$ cat src/rtl/trc_pkg.sv
package trc_pkg;
  // One-hot mask with only bit idx set; zero when idx is out of range.
  function automatic logic [255:0] trc_onehot(input int unsigned idx, input int unsigned n);
    logic [255:0] m;
    m = '0;
    if (idx < n) m[idx] = 1'b1;
    return m;
  endfunction
endpackage

$ cat src/rtl/trc_run_reg.sv
module trc_run_reg
  import trc_pkg::*;
#(
  parameter int N_THREADS = 8,
  parameter int ID_W      = $clog2(N_THREADS)
) (
  input  logic                 clk,
  input  logic                 rst_n,
  input  logic                 wr_en,
  input  logic [N_THREADS-1:0] wr_data,
  input  logic [ID_W-1:0]      wr_tid,
  output logic [N_THREADS-1:0] run_q
);
  logic [N_THREADS-1:0] guard_mask;
  logic [N_THREADS-1:0] run_d;
  logic                 all_clear;
  logic [255:0]         self_bit;

  // Park-all protection: substitute the writer's own bit.
  always_comb begin
    all_clear  = (wr_data == '0);
    self_bit   = trc_onehot(int'(wr_tid), N_THREADS);
    guard_mask = all_clear ? self_bit[N_THREADS-1:0] : wr_data;
    run_d      = guard_mask;
  end

  always_ff @(posedge clk or negedge rst_n) begin
    if (!rst_n) begin
      run_q <= '1;
    end else if (wr_en) begin
      run_q <= run_d;
    end
  end
endmodule

$ cat src/rtl/trc_thread_slot.sv
module trc_thread_slot (
  input  logic clk,
  input  logic rst_n,
  input  logic run_bit,
  input  logic park_ack,
  output logic park_req,
  output logic stat_q
);
  logic park_done;
  logic unpark_done;
  logic stat_en;
  logic stat_d;

  always_comb begin
    park_req    = ~run_bit;
    park_done   = park_req & park_ack;
    unpark_done = ~park_req & ~park_ack;
    stat_en     = (stat_q & park_done) | (~stat_q & unpark_done);
    stat_d      = ~stat_q;
  end

  always_ff @(posedge clk or negedge rst_n) begin
    if (!rst_n) begin
      stat_q <= 1'b1;
    end else if (stat_en) begin
      stat_q <= stat_d;
    end
  end
endmodule

$ cat src/rtl/trc_read_mux.sv
module trc_read_mux #(
  parameter int N_THREADS = 8
) (
  input  logic                 sel_run,
  input  logic                 sel_stat,
  input  logic [N_THREADS-1:0] run_mask,
  input  logic [N_THREADS-1:0] stat_mask,
  output logic [N_THREADS-1:0] rd_data
);
  always_comb begin
    if (sel_run)       rd_data = run_mask;
    else if (sel_stat) rd_data = stat_mask;
    else               rd_data = '0;
  end
endmodule

$ cat src/rtl/thread_run_ctl.sv
module thread_run_ctl #(
  parameter int N_THREADS = 8,
  parameter int ID_W      = $clog2(N_THREADS)
) (
  input  logic                 clk,
  input  logic                 rst_n,
  input  logic                 wr_en,
  input  logic [N_THREADS-1:0] wr_data,
  input  logic [ID_W-1:0]      wr_tid,
  input  logic                 rd_sel_run,
  input  logic                 rd_sel_stat,
  output logic [N_THREADS-1:0] rd_data,
  output logic [N_THREADS-1:0] park_req,
  input  logic [N_THREADS-1:0] park_ack
);
  logic                 rst_meta_n;
  logic                 rst_sync_n;
  logic [N_THREADS-1:0] run_q;
  logic [N_THREADS-1:0] stat_q;

  // Asserted asynchronously, released on the clock.
  always_ff @(posedge clk or negedge rst_n) begin
    if (!rst_n) begin
      rst_meta_n <= 1'b0;
      rst_sync_n <= 1'b0;
    end else begin
      rst_meta_n <= 1'b1;
      rst_sync_n <= rst_meta_n;
    end
  end

  trc_run_reg #(.N_THREADS(N_THREADS), .ID_W(ID_W)) u_run (
    .clk     (clk),
    .rst_n   (rst_sync_n),
    .wr_en   (wr_en),
    .wr_data (wr_data),
    .wr_tid  (wr_tid),
    .run_q   (run_q)
  );

  for (genvar g = 0; g < N_THREADS; g++) begin : g_slot
    trc_thread_slot u_slot (
      .clk      (clk),
      .rst_n    (rst_sync_n),
      .run_bit  (run_q[g]),
      .park_ack (park_ack[g]),
      .park_req (park_req[g]),
      .stat_q   (stat_q[g])
    );
  end

  trc_read_mux #(.N_THREADS(N_THREADS)) u_rd (
    .sel_run   (rd_sel_run),
    .sel_stat  (rd_sel_stat),
    .run_mask  (run_q),
    .stat_mask (stat_q),
    .rd_data   (rd_data)
  );
endmodule

$ cat config.mk
export PLATFORM = sky130hd
export DESIGN_NAME = thread_run_ctl
export DESIGN_NICKNAME = d
export VERILOG_FILES = /design/src/rtl/trc_pkg.sv /design/src/rtl/trc_run_reg.sv /design/src/rtl/trc_thread_slot.sv /design/src/rtl/trc_read_mux.sv /design/src/rtl/thread_run_ctl.sv
export SDC_FILE = /design/constraint.sdc
export NUM_CORES = 1
export LEC_CHECK = 0
export ABC_AREA = 1
export ABC_CLOCK_PERIOD_IN_PS = 850
export BUFFER_PORTS_ARGS = -buffer_cell sky130_fd_sc_hd__buf_2
export CORE_UTILIZATION = 30
export DETAILED_ROUTE_END_ITERATION = 16
export HOLD_SLACK_MARGIN = 0.15
export PLACE_DENSITY = 0.57
export SYNTH_ARGS = -nofsm -noshare
export SYNTH_HDL_FRONTEND = slang
export SYNTH_SLANG_ARGS = --single-unit
export TNS_END_PERCENT = 100
$ cat constraint.sdc
create_clock -name clk -period 0.85 [get_ports clk]
set_input_delay 0.0425 -clock clk [delete_from_list [all_inputs] [get_ports clk]]
set_output_delay 0.0425 -clock clk [all_outputs]
set_load 0.03 [all_outputs]
==> flow_summary.json, run 1 <==
{
  "route.detailed.drc": 0,
  "insertion_delay_ns": 0.28,
  "leakage_nw": 0.830,
  "synthesis.nets": 154,
  "cp-end-kind": "output port",
  "mostFrequentLayoutCells": "buf_6 (27), buf_2 (23), nor2_1 (21)",
  "finalClockSkew_ns": 0.00102,
  "netlist_area_sq_um": 981,
  "critical_path_buf_inv_count": 1,
  "violations": "setup timing",
  "clk_pin_slew_worst_paths_ns": 0.10,
  "io_buffers": 39,
  "layout-drive-gt1-share_pct": 68.8,
  "hold_ws_ns": 0.0397,
  "grt.total_usage_pct": 16.7,
  "power_frac_comb_pct": 41.9,
  "rsz0062_at_grt": "yes",
  "holdPathStages": 4,
  "postLayoutCellArea_sq_mm": 0.00193,
  "synth_warnings": 0,
  "finalCriticalPeriod_ns": 1.22,
  "final_max_slew_viol_count": 0,
  "worst_slack_ns": -0.365,
  "diodes": 0,
  "pwr_density_cell_mw_per_mm2": 1450,
  "avgSynthCellArea_sq_um": 7.55,
  "synth_top_area_cell": "dfstp_2",
  "clkPwrFrac_pct": 18.6,
  "netlist.area_leader.share_pct": 42.9,
  "cp-start-kind": "flop",
  "finish.utilization_pct": 62.6,
  "crit_path_top_delay_cell": "dfstp_2",
  "overflow": 0,
  "cts_tree": "built",
  "rows": 20,
  "cp.required_ns": 0.81,
  "synth-seq-cells": 18,
  "swShare_pct": 33.0,
  "ir_drop_v": 0.000631,
  "hp-start": "wr_tid[1]",
  "finalNetCount": 224,
  "critPathTopFamily": "flip-flops",
  "clockBufferDepth": 2,
  "maxCapViolCount": 0,
  "drt-total-wl_um": 2760,
  "dpl.hpwl_um": 1740,
  "post_synth_inst_count": 130,
  "htreeDepth": 1,
  "cts_root_buf": "clkbuf_4",
  "ant_nets": 0,
  "status": "finished with violations",
  "areaGrowthSynthToFinish_pct": 96.4,
  "ys_seq_area_share_pct": 48.0,
  "arrival_ns": 1.17,
  "p_switching_w": 0.000920,
  "rr_endpoint": "g_slot[7].u_slot.stat_q$_DFFE_PN1P_",
  "core_sq_mm": 0.00308,
  "regToRegSetupSlack_ns": -0.11,
  "drt-pass1-iter-count": 4,
  "intPower_w": 0.00187,
  "hold_viol": 0,
  "boundaryPins": 40,
  "fmax_mhz": 823,
  "grt_first_pass_wirelength_um": 4460,
  "cp_max_fo": 2,
  "start_util_pct": 31.9,
  "path_cells": "nand3_2, o21ai_4, buf_6",
  "min_to": "u_run.run_q[0]$_DFFE_PN1P_",
  "reg2reg_from": "g_slot[7].u_slot.stat_q$_DFFE_PN1P_",
  "clock-sinks": 18,
  "antenna_found_initial": 0,
  "nFillCells": 257,
  "cts_made_buffers": 3,
  "die_area_sq_mm": 0.00350,
  "grt_start_max_net_pins": 17,
  "hold_path.class": "in -> reg",
  "finalSetupViolCount": 32,
  "total_power_w": 0.00279,
  "grt_pass1_vias": 1044,
  "ys_top_cells_by_area": "dfstp_2 (43%), nor2_1 (11%), a21oi_1 (8.2%), nand2_1 (6.9%), buf_4 (6.1%)",
  "crit_path_max_incr_delay_ns": 0.56,
  "fin_crit_sh_pct": 143,
  "first_iter_violations": 19,
  "die_w_um": 59.2,
  "place_area_sq_mm": 0.00141,
  "reg2reg_depth": 4,
  "gp_congestion": 0.785,
  "final_common_cell": "buf_6",
  "vias_per_cell": 4.38,
  "seqPwrFrac_pct": 39.5,
  "die_h_um": 59.2,
  "wl_per_cell_um": 11.3,
  "ys_types": 15,
  "crit_type": "reg -> out",
  "num_vias": 1065
}
==> sequential cells by signal (all words and copies together) (netlist names) <==
| signal | flops |
|---|---|
| u_run.run_q | 8 |
| rst_meta_n | 1 |
| rst_sync_n | 1 |
| g_slot.u_slot.stat_q | 8 |
==> worst max path at each step <==
stage,slack (ns),startpoint,cells after the start,endpoint
after floorplan,-0.01,u_run.run_q[1]$_DFFE_PN1P_,2,rd_data[1]
after global placement,-0.08,g_slot[1].u_slot.stat_q$_DFFE_PN1P_,3,rd_data[1]
after detailed placement,-0.09,g_slot[7].u_slot.stat_q$_DFFE_PN1P_,3,rd_data[7]
after CTS,-0.36,g_slot[7].u_slot.stat_q$_DFFE_PN1P_,3,rd_data[7]
after global routing,-0.41,g_slot[2].u_slot.stat_q$_DFFE_PN1P_,3,rd_data[2]
final,-0.37,g_slot[2].u_slot.stat_q$_DFFE_PN1P_,3,rd_data[2]
==> cell usage after synthesis, drive strengths merged <==
cell and instances:
a21oi 16, buf 10, clkbuf 1, conb 1
dfrtp 2, dfstp 16, inv 13, nand2 18
nand3 8, nor2 29, nor3 8, o21ai 8
==> worst register-to-register path, delay by kind of cell, from the launching register on <==
family / cells / cell delay [ns]
compound gates: 1 / 0.10
flops: 1 / 0.55
simple gates: 1 / 0.05
buf+inv: 2 / 0.20
==> through the flow <==
stage	TNS [ns]	instances	setup WS, ns
after global routing	-8.33	243	-0.415
after global placement	-0.721	221	-0.0835
after CTS	-6.88	245	-0.357
after floorplan	-0.0780	130	-0.0112
final	-6.77	243	-0.365
after detailed placement	-0.951	221	-0.0946
==> power by group through the flow <==
| stage | clock, W | combinational [W] | sequential [W] |
|---|---|---|---|
| detailed placement | 0 | 0.000806 | 0.00109 |
| floorplan | 0 | 0.000491 | 0.00111 |
| global placement | 0 | 0.000793 | 0.00108 |
| finish | 0.000518 | 0.00117 | 0.00110 |
| global route | 0.000584 | 0.00125 | 0.00111 |
| CTS | 0.000548 | 0.00104 | 0.00109 |
==> routing by layer <==
layer | routed length [um] | track usage (%) | part of all wire (%) | vias to the layer above
met2 | 1510 | 28.6 | 55 | 24
met5 | 0 | 0 | 0 | -
li1 | - | - | - | 546
met1 | 1160 | 21.6 | 42 | 493
met4 | 23 | 5.10 | 0.83 | 0
met3 | 65 | 2.18 | 2.4 | 2
==> kinds of logic after synthesis <==
| logic type | count (synthesis) | synth area share, % |
|---|---|---|
| and+or+nand+nor | 63 | 26.9 |
| other | 1 | 0.382 |
| DFF | 18 | 48.0 |
| buffers and inverters | 24 | 12.5 |
| AOI/OAI and AO/OA | 24 | 12.2 |
==> timing repair <==
action / in CTS / in global routing
setup endpoints to repair: 32 / 32
gates resized for setup: 57 / 37
hold buffers: 20 / 7
setup buffers: 0 / 2
pin swaps: 2 / 20
endpoints found under the hold margin: 18 / 8
==> area by class of cell <==
cell class / count / area, sq um / share of cell area (%)
inverter: 13 / 52.6 / 2.73
multi-input combinational: 88 / 643 / 33.4
tap: 44 / 55.1 / 2.86
timing repair buffer: 76 / 669 / 34.7
sequential: 18 / 470 / 24.4
clock buffer: 4 / 36.3 / 1.88
Note: power is estimated with default switching activity, not from simulation.
==> inputs of run 2 (changes only) <==
ABC_AREA = default   (was 1)
==> run 2 against run 1 <==
Against the previous run:
- the flow still finishes with violations (setup timing)
- via count down 12%
- global-route usage fell by 0.14 points
- combinational power is 19% lower
- clock power shrank 15%
- cell count fell by 16%
- register-to-register slack got worse by 0.09 ns
- critical path depth is the same
- fmax increased by 1.1%
- core utilization decreased by 6.3 points
- die area fell by 0.74%
==> flow_summary.json, run 2 <==
{
  "status": "finished with violations",
  "violations": "setup timing",
  "ys_seq_area_share_pct": 48.3,
  "boundaryPins": 40,
  "synth-seq-cells": 18,
  "cp.required_ns": 0.81,
  "finalClockSkew_ns": 0.00500,
  "crit_path_max_incr_delay_ns": 0.55,
  "grt_pass1_vias": 954,
  "crit_path_top_delay_cell": "dfstp_2",
  "clk_pin_slew_worst_paths_ns": 0.10,
  "place_ws_ns": -0.352,
  "worst_slack_ns": -0.352,
  "areaGrowthSynthToFinish_pct": 77.9,
  "hold_viol": 0,
  "diodes": 0,
  "layout-drive-gt1-share_pct": 68.1,
  "htreeDepth": 1,
  "ys_top_cells_by_area": "dfstp_2 (43%), a21oi_1 (7.2%), buf_4 (6.9%), a22o_1 (6.3%), inv_1 (6.2%)",
  "clock-sinks": 18,
  "synthesis.nets": 123,
  "leakage_nw": 0.772,
  "synth_edf_count": 0,
  "pwr_density_cell_mw_per_mm2": 1450,
  "rows": 20,
  "finish.utilization_pct": 56.3,
  "cts_tree": "built",
  "netlist.area_leader.share_pct": 43.2,
  "die_w_um": 59.0,
  "core_sq_mm": 0.00308,
  "netlist_area_sq_um": 973,
  "first_iter_violations": 13,
  "regToRegSetupSlack_ns": -0.20,
  "post_synth_inst_count": 99,
  "final_max_slew_viol_count": 0,
  "cts_root_buf": "clkbuf_4",
  "finalNetCount": 185,
  "final_common_cell": "buf_6",
  "cp_max_fo": 2,
  "route.detailed.drc": 0,
  "wl_per_cell_um": 12.4,
  "insertion_delay_ns": 0.29,
  "num_vias": 941,
  "top_regs": "g_slot.u_slot.stat_q: 8 flops, u_run.run_q: 8 flops",
  "clockBufferDepth": 2,
  "die_area_sq_mm": 0.00348,
  "hold_path.class": "in -> reg",
  "rsz0062_at_grt": "yes",
  "drt-total-wl_um": 2540,
  "path_cells": "nand2_2, o21ai_4, buf_6",
  "crit_type": "reg -> out",
  "grt.total_usage_pct": 16.5,
  "die_h_um": 59.0,
  "postLayoutCellArea_sq_mm": 0.00173,
  "vias_per_cell": 4.61,
  "synth_top_area_cell": "dfstp_2",
  "grt_start_max_net_pins": 17,
  "cp-start-kind": "flop",
  "cp-end-kind": "output port",
  "synth_common_cells": "dfstp_2 (16), inv_1 (16), a21oi_1 (14)",
  "ant_nets": 0,
  "fmax_mhz": 832,
  "avgSynthCellArea_sq_um": 9.83,
  "ir_drop_v": 0.000877,
  "synth-main-ff-cell": "dfstp_2",
  "finalCriticalPeriod_ns": 1.20,
  "fin_tns_setup_ns": -7.16,
  "worst_slew_pin_slew_ns": 0.544,
  "place_area_sq_mm": 0.00119,
  "io_buffers": 39,
  "async_reset_ff_share_pct": 100,
  "grt_first_pass_wirelength_um": 4330,
  "maxCapViolCount": 0,
  "gp_congestion": 0.847,
  "cts_made_buffers": 3,
  "overflow": 0,
  "start_util_pct": 31.6,
  "fin_crit_sh_pct": 141,
  "ys_types": 22,
  "dpl.hpwl_um": 1700,
  "finalSetupViolCount": 30,
  "synth_warnings": 0,
  "max_slew_margin_pct": 63.6,
  "drt-pass1-iter-count": 5,
  "arrival_ns": 1.16,
  "antenna_found_initial": 0,
  "mostFrequentLayoutCells": "buf_6 (26), buf_2 (22), dfstp_2 (16), dlygate4sd3_1 (16), nand2_1 (9)"
}
==> run 2: changes by cell type after synthesis, moves of 7 or more <==
cell / change
nand2_1: -7
nor2_1: -26
nand3_1: -7
nor3_1: -8
o21ai_0: -7
a22o_1: +7
==> run 2: layout make-up <==
cell class	instances	area [sq um]
well taps	44	55.1
fillers	270	1350
flip-flops and latches	18	470
repair buffers	69	601
multi-input cells	53	517
clock buffers	4	26.3
inverters	16	62.6
==> run 2: stage by stage <==
step / std cells / total power [W] / hold slack, ns
2_1_floorplan: 99 / 0.00153 / -0.253
3_3_place_gp: 174 / 0.00167 / -0.172
3_5_place_dp: 174 / 0.00169 / -0.170
4_1_cts: 205 / 0.00248 / 0.0330
5_1_grt: 204 / 0.00263 / 0.0146
6_report: 204 / 0.00251 / 0.0170
==> run 2: what timing repair did <==
item	in CTS	in global routing
setup endpoints to repair	22	32
setup buffers	9	3
pin swaps	13	5
resized for setup	66	10
hold buffers	18	1
hold endpoints to repair	18	8
==> run 2: critical path, delay by kind of cell, from the launching register on <==
family	cells	cell delay, ns
flip-flops	1	0.55
buffers and inverters	1	0.14
AO/OA/AOI/OAI	1	0.12
AND/OR/NAND/NOR	1	0.06
==> run 2: cell families (layout without fill, tap and decap cells) <==
| group | after synthesis | after routing | synth area share [%] |
|---|---|---|---|
| multiplexers | 2 | 2 | 2.06 |
| AO/OA/AOI/OAI | 30 | 30 | 21.5 |
| other | 1 | 1 | 0.385 |
| flip-flops | 18 | 18 | 48.3 |
| adder cells (fa/ha/maj) | 1 | 1 | 1.03 |
| AND/OR/NAND/NOR | 19 | 19 | 12.3 |
| buffers and inverters | 28 | 89 | 14.4 |
==> run 2: worst paths after layout <==
path	endpoint	from	cells after the start
max	rd_data[6]	g_slot[6].u_slot.stat_q$_DFFE_PN1P_	3
min	u_run.run_q[3]$_DFFE_PN1P_	wr_data[3]	3
max reg2reg	g_slot[6].u_slot.stat_q$_DFFE_PN1P_	u_run.run_q[6]$_DFFE_PN1P_	5
min reg2reg	rst_sync_n$_DFF_PN0_	rst_meta_n$_DFF_PN0_	0
max in group asynchronous	rst_sync_n$_DFF_PN0_	rst_n	3
min in group asynchronous	u_run.run_q[5]$_DFFE_PN1P_	rst_sync_n$_DFF_PN0_	1
==> run 2: per-layer routing <==
metal	track usage (%)	share of wire, %	up-vias
li1	-	-	455
met1	21.6	47	457
met2	27.8	48	25
met3	2.20	3.5	4
met4	6.12	1.4	0
met5	0	0	-
==> run 2: where the power goes <==
group	switching, W	internal (W)
sequential	0.0000873	0.00103
clock	0.000259	0.000183
combinational	0.000457	0.000494
total	0.000803	0.00170
==> inputs of run 3 (changes only) <==
ABC_AREA = 0   (was default)
PLACE_DENSITY = 0.63   (was 0.57)
==> run 3 against run 2 <==
Against the previous run:
- the run ends with hold timing, setup timing left
- wire length rose by 11%
- critical path depth unchanged
- count of clock-buffer cells in the layout unchanged
- cell count rose by 0.49%
- register-to-register slack about the same
- largest cell class unchanged
- critical endpoint unchanged
- critical path type unchanged
- highest routed layer unchanged
==> flow_summary.json, run 3 (same netlist as run 2, synthesis figures left out) <==
{
  "status": "finished with violations",
  "violations": "hold timing, setup timing",
  "cts_made_buffers": 3,
  "num_vias": 954,
  "dpl.hpwl_um": 1670,
  "worst_slack_ns": -0.353,
  "vias_per_cell": 4.65,
  "route.detailed.drc": 0,
  "hold_ws_ns": -0.000625,
  "total_power_w": 0.00253,
  "gp_congestion": 0.789,
  "grt.total_usage_pct": 16.7,
  "start_util_pct": 31.6,
  "clockBufferDepth": 2,
  "leakage_nw": 0.776,
  "drt-total-wl_um": 2820,
  "die_area_sq_mm": 0.00348,
  "insertion_delay_ns": 0.29,
  "drt-pass1-iter-count": 4,
  "ir_drop_v": 0.000982,
  "io_buffers": 39,
  "finalNetCount": 186,
  "finalSetupViolCount": 30,
  "mostFrequentLayoutCells": "buf_6 (25), buf_2 (23), dfstp_2 (16)",
  "finalClockSkew_ns": 0.00218,
  "die_w_um": 59.0,
  "antenna_found_initial": 0,
  "dpl.cell_count": 173,
  "max_slew_margin_pct": 63.8,
  "core_sq_mm": 0.00308,
  "diodes": 0,
  "final_common_cell": "buf_6",
  "overflow": 0,
  "pwr_density_cell_mw_per_mm2": 1460,
  "die_h_um": 59.0,
  "clock-sinks": 18,
  "fmax_mhz": 831,
  "maxCapViolCount": 0,
  "grt_start_max_net_pins": 16,
  "final_max_slew_viol_count": 0,
  "cp_max_fo": 2,
  "crit_type": "reg -> out",
  "clk_pin_slew_worst_paths_ns": 0.10,
  "fin_crit_sh_pct": 142,
  "arrival_ns": 1.16,
  "cp.required_ns": 0.81,
  "cts_root_buf": "clkbuf_4",
  "htreeDepth": 1,
  "hold_path.class": "in -> reg",
  "top_regs": "g_slot.u_slot.stat_q: 8 flops, u_run.run_q: 8 flops",
  "boundaryPins": 40,
  "layout-drive-gt1-share_pct": 67.7,
  "rows": 20,
  "cp-start-kind": "flop",
  "finalCriticalPeriod_ns": 1.20,
  "cts_tree": "built",
  "wl_per_cell_um": 13.8,
  "grt_pass1_vias": 982,
  "areaGrowthSynthToFinish_pct": 78.3,
  "rsz0062_at_grt": "yes",
  "final_cells": 205,
  "cp-end-kind": "output port",
  "first_iter_violations": 13,
  "grt_first_pass_wirelength_um": 4250,
  "worst_slew_pin_slew_ns": 0.541,
  "ant_nets": 0,
  "regToRegSetupSlack_ns": -0.21,
  "hold_viol": 1
}
-- run 3: cell types whose count changed in the layout (fill, tap and decap cells not counted), sizes merged --
cell / previous run / this run
buf: 53 / 55
dlygate4sd3: 16 / 15
-- run 3: timing repair --
action / 4_1_cts / 5_1_grt
hold buffers: 18 / 1
setup endpoints to repair: 22 / 30
pin swaps: 12 / 6
buffers inserted: 8 / 6
resized for setup: 61 / 13
endpoints found under the hold margin: 18 / 6
-- run 3: layout make-up --
cell class / instances / area, sq um
well taps: 44 / 55.1
flip-flops and latches: 18 / 470
multi-input cells: 53 / 524
fillers: 252 / 1340
inverters: 16 / 60.1
clock buffers: 4 / 26.3
repair buffers: 70 / 599
-- run 3: metal layers --
metal	GRT usage, %	wire (um)	share of wire, %	vias up
li1	-	-	-	458
met5	0	0	0	-
met3	3.74	132	4.7	8
met1	17.8	1050	37	453
met2	31.2	1550	55	35
met4	7.14	85	3.0	0
-- run 3: path summary, 6_finish.rpt --
check	from	endpoint	cells after the start
min in group asynchronous	rst_sync_n$_DFF_PN0_	g_slot[5].u_slot.stat_q$_DFFE_PN1P_	0
hold / removal	wr_tid[1]	u_run.run_q[4]$_DFFE_PN1P_	2
setup reg to reg	u_run.run_q[1]$_DFFE_PN1P_	u_run.run_q[1]$_DFFE_PN1P_	4
hold reg to reg	rst_sync_n$_DFF_PN0_	g_slot[5].u_slot.stat_q$_DFFE_PN1P_	0
max in group asynchronous	rst_n	rst_sync_n$_DFF_PN0_	3
setup / recovery	g_slot[6].u_slot.stat_q$_DFFE_PN1P_	rd_data[6]	3
-- run 3: through the flow --
| stage | cell area (sq um) | setup slack (ns) | utilization, % | hold WS (ns) | setup TNS, ns |
|---|---|---|---|---|---|
| 6_report | 1740 | -0.353 | 56.4 | -0.000625 | -7.41 |
| 4_1_cts | 1660 | -0.368 | 53.8 | 0.0319 | -7.23 |
| 2_1_floorplan | 993 | -0.00359 | - | -0.253 | -0.00359 |
| 5_1_grt | 1740 | -0.394 | 56.4 | -0.00583 | -8.74 |
| 3_5_place_dp | 1190 | -0.276 | 38.5 | -0.170 | -2.78 |
| 3_3_place_gp | 1190 | -0.275 | 38.5 | -0.173 | -2.65 |
-- run 3: power breakdown --
part / switching, W / total (W) / internal (W) / leakage (nW)
combinational: 0.000473 / 0.000978 / 0.000505 / 0.570
clock: 0.000251 / 0.000433 / 0.000182 / 0.0150
sequential: 0.0000871 / 0.00111 / 0.00103 / 0.191
-- run 3: critical path, stage by stage, from the launching register on --
cell	delay, ns
dfstp_2	0.55
nand2_2	0.06
o21ai_4	0.12
buf_6	0.14
